<file path="config.mk">
export PLATFORM = sky130hd
export DESIGN_NAME = sram_strobe_ctrl
export DESIGN_NICKNAME = d
export VERILOG_FILES = /design/src/rtl/sram_ctrl_pkg.sv /design/src/rtl/sram_phase_timer.sv /design/src/rtl/sram_seq_fsm.sv /design/src/rtl/sram_pin_driver.sv /design/src/rtl/sram_rd_capture.sv /design/src/rtl/sram_strobe_ctrl.sv
export SDC_FILE = /design/constraint.sdc
export NUM_CORES = 1
export LEC_CHECK = 0
export ABC_AREA = 0
export BUFFER_PORTS_ARGS = -buffer_cell sky130_fd_sc_hd__buf_2
export CORE_MARGIN = 2
export CORE_UTILIZATION = 49
export CTS_BUF_LIST = sky130_fd_sc_hd__clkbuf_8
export CTS_CLUSTER_DIAMETER = 100
export DETAILED_ROUTE_END_ITERATION = 8
export PLACE_DENSITY = 0.9
export SLEW_MARGIN = 25
export SYNTH_ARGS = -nofsm -noshare
export SYNTH_HDL_FRONTEND = slang
export SYNTH_SLANG_ARGS = --single-unit
export TNS_END_PERCENT = 30
</file>
<file path="constraint.sdc">
create_clock -name clk -period 2.3 [get_ports clk]
set_clock_uncertainty 0.15 [all_clocks]
set_input_delay 0.46 -clock clk [delete_from_list [all_inputs] [get_ports clk]]
set_output_delay 0.46 -clock clk [all_outputs]
set_load 0.01 [all_outputs]
</file>
<file path="src/rtl/sram_ctrl_pkg.sv">
`timescale 1ns/1ps
package sram_ctrl_pkg;

  typedef enum logic [2:0] {
    PH_IDLE      = 3'd0,
    PH_WR_TURN   = 3'd1,
    PH_WR_DRIVE  = 3'd2,
    PH_WR_HOLD   = 3'd3,
    PH_RD_ACCESS = 3'd4
  } phase_t;

  typedef struct packed {
    logic cs1_n;
    logic cs2;
    logic we_n;
    logic oe_n;
    logic dq_oe;
  } strobe_t;

  function automatic int unsigned ns_to_cyc(input int unsigned ns, input int unsigned per_ns);
    return (ns + per_ns - 1) / per_ns;
  endfunction

  function automatic int unsigned umax(input int unsigned a, input int unsigned b);
    return (a > b) ? a : b;
  endfunction

  function automatic int unsigned usub0(input int unsigned a, input int unsigned b);
    return (a > b) ? (a - b) : 0;
  endfunction

  // cycles with the write strobe low before the data bus may be driven
  function automatic int unsigned wr_turn_cycles(input int unsigned per_ns,
                                                 input int unsigned we_hiz_ns,
                                                 input int unsigned oe_hiz_ns);
    return umax(1, umax(ns_to_cyc(we_hiz_ns, per_ns), ns_to_cyc(oe_hiz_ns, per_ns)));
  endfunction

  // cycles with data driven and the write strobe still low
  function automatic int unsigned wr_drive_cycles(input int unsigned per_ns,
                                                  input int unsigned setup_ns,
                                                  input int unsigned pulse_ns,
                                                  input int unsigned wcycle_ns,
                                                  input int unsigned turn_cyc);
    int unsigned s, p, c;
    s = ns_to_cyc(setup_ns, per_ns);
    p = usub0(ns_to_cyc(pulse_ns, per_ns), turn_cyc);
    c = usub0(ns_to_cyc(wcycle_ns, per_ns), turn_cyc + 1);
    return umax(1, umax(s, umax(p, c)));
  endfunction

  // cycles with the output strobe low during a read
  function automatic int unsigned rd_access_cycles(input int unsigned per_ns,
                                                   input int unsigned addr_acc_ns,
                                                   input int unsigned oe_acc_ns,
                                                   input int unsigned rcycle_ns);
    return umax(1, umax(ns_to_cyc(addr_acc_ns, per_ns),
                        umax(ns_to_cyc(oe_acc_ns, per_ns), ns_to_cyc(rcycle_ns, per_ns))));
  endfunction

  function automatic strobe_t phase_strobes(input phase_t ph);
    strobe_t s;
    s = '{cs1_n: 1'b1, cs2: 1'b0, we_n: 1'b1, oe_n: 1'b1, dq_oe: 1'b0};
    case (ph)
      PH_WR_TURN:   s = '{cs1_n: 1'b0, cs2: 1'b1, we_n: 1'b0, oe_n: 1'b1, dq_oe: 1'b0};
      PH_WR_DRIVE:  s = '{cs1_n: 1'b0, cs2: 1'b1, we_n: 1'b0, oe_n: 1'b1, dq_oe: 1'b1};
      PH_WR_HOLD:   s = '{cs1_n: 1'b0, cs2: 1'b1, we_n: 1'b1, oe_n: 1'b1, dq_oe: 1'b1};
      PH_RD_ACCESS: s = '{cs1_n: 1'b0, cs2: 1'b1, we_n: 1'b1, oe_n: 1'b0, dq_oe: 1'b0};
      default:      s = '{cs1_n: 1'b1, cs2: 1'b0, we_n: 1'b1, oe_n: 1'b1, dq_oe: 1'b0};
    endcase
    return s;
  endfunction

endpackage

</file>
<file path="src/rtl/sram_phase_timer.sv">
`timescale 1ns/1ps
module sram_phase_timer #(
  parameter int unsigned CNT_W = 4
) (
  input  logic             clk,
  input  logic             rst_n,
  input  logic             load,
  input  logic [CNT_W-1:0] load_val,
  output logic             expire
);
  logic [CNT_W-1:0] cnt_q;

  always_ff @(posedge clk) begin
    if (!rst_n)            cnt_q <= '0;
    else if (load)         cnt_q <= load_val;
    else if (cnt_q != '0)  cnt_q <= cnt_q - 1'b1;
  end

  assign expire = (cnt_q == '0);
endmodule

</file>
<file path="src/rtl/sram_seq_fsm.sv">
`timescale 1ns/1ps
module sram_seq_fsm
  import sram_ctrl_pkg::*;
#(
  parameter int unsigned TURN_CYC  = 1,
  parameter int unsigned DRIVE_CYC = 2,
  parameter int unsigned RD_CYC    = 3,
  parameter int unsigned CNT_W     = 2
) (
  input  logic             clk,
  input  logic             rst_n,
  input  logic             accept,
  input  logic             is_write,
  input  logic             expire,
  output phase_t           phase,
  output phase_t           phase_nxt,
  output logic             load,
  output logic [CNT_W-1:0] load_val,
  output logic             capture
);
  localparam logic [CNT_W-1:0] TURN_LD  = CNT_W'(TURN_CYC - 1);
  localparam logic [CNT_W-1:0] DRIVE_LD = CNT_W'(DRIVE_CYC - 1);
  localparam logic [CNT_W-1:0] RD_LD    = CNT_W'(RD_CYC - 1);

  phase_t phase_q;

  always_comb begin
    phase_nxt = phase_q;
    load      = 1'b0;
    load_val  = '0;
    capture   = 1'b0;
    case (phase_q)
      PH_IDLE: begin
        if (accept) begin
          load = 1'b1;
          if (is_write) begin
            phase_nxt = PH_WR_TURN;
            load_val  = TURN_LD;
          end else begin
            phase_nxt = PH_RD_ACCESS;
            load_val  = RD_LD;
          end
        end
      end
      PH_WR_TURN: begin
        if (expire) begin
          phase_nxt = PH_WR_DRIVE;
          load      = 1'b1;
          load_val  = DRIVE_LD;
        end
      end
      PH_WR_DRIVE: begin
        if (expire) begin
          phase_nxt = PH_WR_HOLD;
          load      = 1'b1;
          load_val  = '0;
        end
      end
      PH_WR_HOLD: begin
        phase_nxt = PH_IDLE;
      end
      PH_RD_ACCESS: begin
        if (expire) begin
          phase_nxt = PH_IDLE;
          capture   = 1'b1;
        end
      end
      default: phase_nxt = PH_IDLE;
    endcase
  end

  always_ff @(posedge clk) begin
    if (!rst_n) phase_q <= PH_IDLE;
    else        phase_q <= phase_nxt;
  end

  assign phase = phase_q;
endmodule

</file>
<file path="src/rtl/sram_pin_driver.sv">
`timescale 1ns/1ps
module sram_pin_driver
  import sram_ctrl_pkg::*;
#(
  parameter int unsigned ADDR_W = 17,
  parameter int unsigned DATA_W = 8
) (
  input  logic              clk,
  input  logic              rst_n,
  input  phase_t            phase_nxt,
  input  logic              accept,
  input  logic [ADDR_W-1:0] req_addr,
  input  logic [DATA_W-1:0] req_wdata,
  output logic [ADDR_W-1:0] sram_addr,
  output logic              sram_cs1_n,
  output logic              sram_cs2,
  output logic              sram_we_n,
  output logic              sram_oe_n,
  output logic [DATA_W-1:0] sram_dq_out,
  output logic              sram_dq_oe
);
  strobe_t           pins_q;
  logic [ADDR_W-1:0] addr_q;
  logic [DATA_W-1:0] wdata_q;

  // strobes are registered from the next phase so pins follow the phase glitch-free
  always_ff @(posedge clk) begin
    if (!rst_n) pins_q <= phase_strobes(PH_IDLE);
    else        pins_q <= phase_strobes(phase_nxt);
  end

  always_ff @(posedge clk) begin
    if (!rst_n) begin
      addr_q  <= '0;
      wdata_q <= '0;
    end else if (accept) begin
      addr_q  <= req_addr;
      wdata_q <= req_wdata;
    end
  end

  assign sram_addr   = addr_q;
  assign sram_dq_out = wdata_q;
  assign sram_cs1_n  = pins_q.cs1_n;
  assign sram_cs2    = pins_q.cs2;
  assign sram_we_n   = pins_q.we_n;
  assign sram_oe_n   = pins_q.oe_n;
  assign sram_dq_oe  = pins_q.dq_oe;
endmodule

</file>
<file path="src/rtl/sram_rd_capture.sv">
`timescale 1ns/1ps
module sram_rd_capture #(
  parameter int unsigned DATA_W = 8
) (
  input  logic              clk,
  input  logic              rst_n,
  input  logic              capture,
  input  logic [DATA_W-1:0] dq_in,
  output logic              rsp_valid,
  output logic [DATA_W-1:0] rsp_rdata
);
  always_ff @(posedge clk) begin
    if (!rst_n) begin
      rsp_valid <= 1'b0;
      rsp_rdata <= '0;
    end else begin
      rsp_valid <= capture;
      if (capture) rsp_rdata <= dq_in;
    end
  end
endmodule

</file>
<file path="src/rtl/sram_strobe_ctrl.sv">
`timescale 1ns/1ps
module sram_strobe_ctrl
  import sram_ctrl_pkg::*;
#(
  parameter int unsigned ADDR_W           = 17,
  parameter int unsigned DATA_W           = 8,
  parameter int unsigned CLK_PERIOD_NS    = 10,
  parameter int unsigned T_WR_CYCLE_NS    = 25,
  parameter int unsigned T_WR_PULSE_NS    = 20,
  parameter int unsigned T_DATA_SETUP_NS  = 15,
  parameter int unsigned T_WE_TO_HIZ_NS   = 8,
  parameter int unsigned T_OE_TO_HIZ_NS   = 8,
  parameter int unsigned T_RD_CYCLE_NS    = 25,
  parameter int unsigned T_ADDR_ACCESS_NS = 25,
  parameter int unsigned T_OE_ACCESS_NS   = 10
) (
  input  logic              clk,
  input  logic              rst_n,
  input  logic              req_valid,
  output logic              req_ready,
  input  logic              req_write,
  input  logic [ADDR_W-1:0] req_addr,
  input  logic [DATA_W-1:0] req_wdata,
  output logic              rsp_valid,
  output logic [DATA_W-1:0] rsp_rdata,
  output logic [ADDR_W-1:0] sram_addr,
  output logic              sram_cs1_n,
  output logic              sram_cs2,
  output logic              sram_we_n,
  output logic              sram_oe_n,
  output logic [DATA_W-1:0] sram_dq_out,
  output logic              sram_dq_oe,
  input  logic [DATA_W-1:0] sram_dq_in
);
  localparam int unsigned TURN_CYC  = wr_turn_cycles(CLK_PERIOD_NS, T_WE_TO_HIZ_NS, T_OE_TO_HIZ_NS);
  localparam int unsigned DRIVE_CYC = wr_drive_cycles(CLK_PERIOD_NS, T_DATA_SETUP_NS, T_WR_PULSE_NS,
                                                      T_WR_CYCLE_NS, TURN_CYC);
  localparam int unsigned RD_CYC    = rd_access_cycles(CLK_PERIOD_NS, T_ADDR_ACCESS_NS,
                                                       T_OE_ACCESS_NS, T_RD_CYCLE_NS);
  localparam int unsigned MAX_LEN   = umax(TURN_CYC, umax(DRIVE_CYC, RD_CYC));
  localparam int unsigned CNT_W     = (MAX_LEN < 2) ? 1 : $clog2(MAX_LEN);

  // named internal events
  logic             accept_evt;
  logic             phase_expire;
  logic             timer_load;
  logic [CNT_W-1:0] timer_load_val;
  logic             capture_evt;
  phase_t           phase_cur;
  phase_t           phase_nxt;

  assign req_ready  = (phase_cur == PH_IDLE);
  assign accept_evt = req_valid && req_ready;

  sram_phase_timer #(.CNT_W(CNT_W)) u_timer (
    .clk      (clk),
    .rst_n    (rst_n),
    .load     (timer_load),
    .load_val (timer_load_val),
    .expire   (phase_expire)
  );

  sram_seq_fsm #(
    .TURN_CYC  (TURN_CYC),
    .DRIVE_CYC (DRIVE_CYC),
    .RD_CYC    (RD_CYC),
    .CNT_W     (CNT_W)
  ) u_fsm (
    .clk       (clk),
    .rst_n     (rst_n),
    .accept    (accept_evt),
    .is_write  (req_write),
    .expire    (phase_expire),
    .phase     (phase_cur),
    .phase_nxt (phase_nxt),
    .load      (timer_load),
    .load_val  (timer_load_val),
    .capture   (capture_evt)
  );

  sram_pin_driver #(.ADDR_W(ADDR_W), .DATA_W(DATA_W)) u_pins (
    .clk         (clk),
    .rst_n       (rst_n),
    .phase_nxt   (phase_nxt),
    .accept      (accept_evt),
    .req_addr    (req_addr),
    .req_wdata   (req_wdata),
    .sram_addr   (sram_addr),
    .sram_cs1_n  (sram_cs1_n),
    .sram_cs2    (sram_cs2),
    .sram_we_n   (sram_we_n),
    .sram_oe_n   (sram_oe_n),
    .sram_dq_out (sram_dq_out),
    .sram_dq_oe  (sram_dq_oe)
  );

  sram_rd_capture #(.DATA_W(DATA_W)) u_rcap (
    .clk       (clk),
    .rst_n     (rst_n),
    .capture   (capture_evt),
    .dq_in     (sram_dq_in),
    .rsp_valid (rsp_valid),
    .rsp_rdata (rsp_rdata)
  );
endmodule

</file>
======== After elaboration in Yosys (flattened, before gate mapping) ========
Cells that the tools add are included.
operators by class
  equal/unequal tests ..................... 7
  multiplexer cells ....................... 17
  reduce and logical (&&, ||, !) cells .... 6
  $add $sub $neg .......................... 1
operators with widths
  cell                 number
  $pmux 5 s4           1
  $mux 3               5
  $pmux 3 s4           1
  $eq 3x2->1 const B   3
  $mux 2               4
  $eq 3x1->1 const B   2
  $eq 3x3->1 const B   2
  $mux 1               4
  $pmux 2 s2           1
  $reduce_bool 2->1    2
  $logic_not 3->1      1
  $logic_not 2->1      1
  $pmux 1 s2           1
  $reduce_or 2->1      1
  $sub 2x1->2 const B  1
  $logic_and 1x1->1    1
word-level totals
  output and inout bits ................... 40
  input bits .............................. 37
  word-level logic and storage cells ...... 42
  register bits ........................... 44

======== Depth between registers and ports, before layout ========
  word-level depth ........................ 6
  gate-level depth with buffers ........... 6

======== Hierarchy ========
Synthesis repeated with hierarchy kept, for this count alone.
unflattened totals
  cell total of the unflattened synthesis .. 159
  area, all modules ....................... 1810.5 um^2
modules (own cells, without submodules)
  module            instances  seq. area each (um^2)  cells each  area each (um^2)
  sram_pin_driver   1          600.6                  94          1127.3
  sram_rd_capture   1          180.2                  27          329.1
  sram_seq_fsm      1          60.1                   23          210.2
  sram_phase_timer  1          40.0                   13          123.9
  sram_strobe_ctrl  1          0.0                    2           20.0

======== Worst setup path before layout ========
Ideal clock, no wire load.
  kind .................................... register to register
  start point ............................. register u_timer.cnt_q[0]
  end point ............................... register u_pins.pins_q, in the netlist u_pins.sram_cs1_n
  cell stages (with the launch flop) ...... 7
  clock period less this slack ............ 1.693 ns
  slack ................................... 0.607 ns
  required time ........................... 2.017 ns
  arrival ................................. 1.410 ns
  path buffers ............................ 1
  setup time .............................. 0.133 ns
  cells stage by stage .................... dfxtp_1 -> inv_1 -> ha_1 -> clkbuf_1 -> or3b_2 -> a21oi_1 -> o21ai_0
on the way
  longest elaborated chain between the ends .. 5
  elaborated cells on any way between the ends .. 10
  classes of those cells .................. 4 x eq/ne; 5 x mux; 1 x reduce/logical
ends and longest elaborated chain
  what                                      RTL line                                                    RTL
  start, declared                           sram_phase_timer.sv:11                                      logic [CNT_W-1:0] cnt_q;
  start signal, assigned                    sram_phase_timer.sv:15                                      else if (load) cnt_q <= load_val;
  start signal, assigned                    sram_phase_timer.sv:16                                      else if (cnt_q != '0) cnt_q <= cnt_q - 1'b1;
  $logic_not 2->1 (*)                       sram_phase_timer.sv:19                                      assign expire = (cnt_q == '0);
  $mux 3, on equally long branches          sram_seq_fsm.sv:63, sram_seq_fsm.sv:46, sram_seq_fsm.sv:53
  $pmux 3 s4 (*)                            sram_seq_fsm.sv:32                                          case (phase_q)
  $eq 3x3->1, or another cell as far along  sram_ctrl_pkg.sv:64                                         case (ph)
  $pmux 5 s4 (*)                            sram_ctrl_pkg.sv:64
  end signal, assigned                      sram_pin_driver.sv:28                                       if (!rst_n) pins_q <= phase_strobes(PH_IDLE);
  end signal, assigned                      sram_pin_driver.sv:29                                       else pins_q <= phase_strobes(phase_nxt);
  end, declared                             sram_pin_driver.sv:22                                       strobe_t pins_q;
Every way passes the cells marked *; elsewhere a longest branch is shown, timed or not.
A chain may end at the register's enable or synchronous reset.

======== Final worst setup path ========
  start point ............................. register u_fsm.phase_q[1] (netlist: u_fsm.phase[1])
  end point ............................... output port req_ready
on the way
  longest elaborated chain between the ends .. 1
ends and longest elaborated chain
  what                    RTL line                RTL
  start, declared         sram_seq_fsm.sv:25      phase_t phase_q;
  start signal, assigned  sram_seq_fsm.sv:74      else phase_q <= phase_nxt;
  $logic_not 3->1         sram_strobe_ctrl.sv:52  assign req_ready = (phase_cur == PH_IDLE);
  end, declared           sram_strobe_ctrl.sv:20  output logic req_ready,
Every way passes these cells.

==> impl_metrics.yaml <==
power:
  internal_power_uw: 1410
  p_switching_uw: 593
  power_frac_seq_pct: 46.3
  ir_worst_vdd_mv: 0.493
  p_leak_uw: 0.00106
  power.density_cell_area_mw_per_mm2: 876
  p_clk_share_pct: 28.0
  share_comb_of_total_power_pct: 25.7
  power_switching_share_pct: 29.6
critical_path:
  r2r_end: "u_rcap.rsp_rdata[3]$_SDFFE_PN0P_"
  worst_setup_path_start_kind: "register"
  slowest_stage: "dfxtp_1"
  reg2reg_setup_slack_ps: 520
  worst-endpoint-required_ps: 1690
  setup.worst_path.end_class: "primary output"
  reg2regPathDepth: 5
  maximum_fanout_along_the_worst_path: 15
  crit_path_cell_trace: "nor3_1, buf_2"
  worstSetupPathType: "reg2out"
  worst_path_largest_cell_delay_ps: 640
  critical_path_arrival_ps: 1180
  worst_path_dominant_cell_family: "flip-flops"
  reg2reg_from: "u_timer.cnt_q[0]$_SDFFE_PN0P_"
  cp_num_buf_inv: 1
drt:
  num_vias: 1507
  antenna_violating_nets_post_route: 0
  routedWlPerCell_um: 11.6
  avgViaCountPerCell: 4.78
  drt_first_iter_violations: 103
  dr.pass1.iters: 4
  wirelength_um: 3640
  drt_drc_violations_left: 0
sta:
  grt_setup_unrepaired: "no"
  post-route-period-util_pct: 77.7
  hold-worst-slack_ps: 249
  timing_max_transition_violations_final: 0
  finalHoldViolations: 0
  max-slew-margin-rel_pct: 66.7
  clock.fmax_mhz: 560
  setup_violating_endpoint_count_in_the_final_report: 0
  timing.final.crit_period_ps: 1790
  setup_total_negative_slack_ps: 0
  worstMarginPinSlew_ps: 499
final_layout:
  mostFrequentLayoutCell: "buf_2"
  n_antenna_cell: 0
  layout.cells.most_common_list: "buf_2, nand2_1, dfxtp_1, a21boi_1, nand2_2"
  flow.area_growth_from_synthesis_pct: 27.4
  fin_nets: 306
  drive_gt1_share_pct: 37.5
  final_cell_area_mm2: 0.00228
die:
  placementRows: 21
  io_pins: 77
  start_util_pct: 52.4
  coreArea_mm2: 0.00342
  chipWidth_um: 64.5
  fp.dieH_um: 64.5
  design.die.area_mm2: 0.00415
global_routing:
  grt_pass1_wl_um: 6090
  grt_usage_pct: 18.7
  antenna_found_initial: 0
  overflow: 0
  first_global_vias: 1416
  pin_count_of_the_biggest_net_entering_global_routing: 31
clock_network:
  hold_buffers: 0
  clock_tree.buffer_depth: 2
  cts_bufs_inserted: 5
  cts_setup_buffers: 0
  cts-root-buf: "clkbuf_8"
  worstSkewPairLatency_ps: 290
  cts_tree: "yes"
  clk_pin_slew_ps: 80
  post_cts.resized_instances: 0
  h-tree-depth: 2
  clk_sink_count: 44
synthesis:
  synth.lib_cells_used.distinct: 32
  yosys_most_used_dff: "dfxtp_1"
  synth.largest_area_cell: "dfxtp_1"
  synth-seq-area-share_pct: 49.2
  syn-num-nets: 233
  edff_count_synth: 0
  syn_area_per_cell_um2: 9.18
  synth.yosys.warnings: 0
  synth.top_cells.by_area: "dfxtp_1, nand2_1, a21boi_1, mux2i_1, nand2_2"
  async_reset_ff_share_pct: 0
  share_of_the_synthesized_area_in_the_top_cell_type_pct: 49.2
  synth-seq-cells: 44
  mappedNetlistArea_mm2: 0.00179
  postSynthCellCount: 195
placed_design:
  place.detailed.hpwl_um: 2660
  dpl-instance-area_mm2: 0.00217
  buffer_ports.inserted: 76
  gp_congestion: 0.772
hold_path:
  hold-path-endpoint: "u_pins.sram_addr[13]$_SDFFE_PN0P_"
  hold_path_class: "in2reg"
  hold_start: "req_addr[13]"
  hold-path-cell-count: 3
job:
  max-cap-violations: 0
run_status:
  outcome: "complete, no violations"
-- registers in the layout, summed over array words and instances (netlist names) --
name                cells
u_pins.sram_addr       17
u_pins.sram_cs1_n       1
u_timer.cnt_q           2
u_fsm.phase             3
u_rcap.rsp_valid        1
u_pins.sram_we_n        1
u_pins.sram_cs2         1
u_pins.sram_dq_out      8
u_pins.sram_dq_oe       1
u_rcap.rsp_rdata        8
u_pins.sram_oe_n        1
-- layout make-up --
cell class	count	area, um^2
flip-flops and latches	44	881
fillers	295	1130
well taps	46	57.6
clock inverters	3	38.8
inverters	4	15.0
multi-input cells	134	817
repair buffers	79	403
clock buffers	5	68.8
-- Yosys cell counts, types with 2 or more instances --
| cell | number |
|---|---|
| nand2_2 | 10 |
| buf_6 | 3 |
| mux2i_1 | 9 |
| nand2_1 | 44 |
| clkbuf_1 | 5 |
| a221oi_1 | 2 |
| nor3b_1 | 2 |
| buf_2 | 5 |
| nor2b_1 | 5 |
| a21boi_0 | 5 |
| a21boi_1 | 18 |
| o21a_1 | 2 |
| nand2b_1 | 4 |
| nor3_1 | 2 |
| o21ai_0 | 3 |
| and2_1 | 2 |
| nor2_1 | 9 |
| a21oi_1 | 6 |
| inv_1 | 3 |
| dfxtp_1 | 44 |
-- power groups by stage --
stage,sequential [uW],combinational (uW),clock (uW)
after floorplan,960,348,0
after global placement,939,505,0
after detailed placement,944,519,0
after CTS,926,520,574
after global routing,939,578,609
final,926,513,559
-- worst max path at each step --
stage	start	endpoint	depth (start not counted)
6_report	u_fsm.phase[1]$_SDFF_PN0_	req_ready	2
5_1_grt	u_timer.cnt_q[1]$_SDFFE_PN0P_	u_rcap.rsp_rdata[3]$_SDFFE_PN0P_	5
4_1_cts	u_fsm.phase[1]$_SDFF_PN0_	req_ready	2
3_5_place_dp	req_valid	u_timer.cnt_q[1]$_SDFFE_PN0P_	5
3_3_place_gp	req_valid	u_timer.cnt_q[1]$_SDFFE_PN0P_	5
2_1_floorplan	u_timer.cnt_q[0]$_SDFFE_PN0P_	u_pins.sram_cs1_n$_SDFF_PN1_	6
-- kinds of logic after synthesis --
logic type,count (synthesis),synth area share (%)
AND/OR/NAND/NOR,83,23.3
flip-flops,44,49.2
AO/OA/AOI/OAI,40,16.0
buffers and inverters,17,5.17
multiplexers,10,5.66
adder cells (fa/ha/maj),1,0.699
-- stage by stage --
stage / power (uW) / instances / worst slack (ps) / util [%]
floorplan: 1310 / 195 / 607 / -
global placement: 1440 / 307 / 532 / 63.6
finish: 2000 / 315 / 513 / 66.8
CTS: 2020 / 315 / 499 / 66.8
detailed placement: 1460 / 307 / 499 / 63.6
global route: 2130 / 315 / 369 / 66.8
-- worst min-delay path, stage by stage --
cell and delay [ps]:
buf_2 90, nand2_1 40, a21boi_1 50
-- per-layer routing --
metal  global-route usage (%)  share of wire (%)  vias up
met4                     6.91               0.99        0
met2                     33.6                 51       41
met3                     5.38                5.5        5
met5                        0                  0        -
met1                     21.0                 42      675
li1                         -                  -      786
No activity file was read; power rests on OpenSTA's default activity.
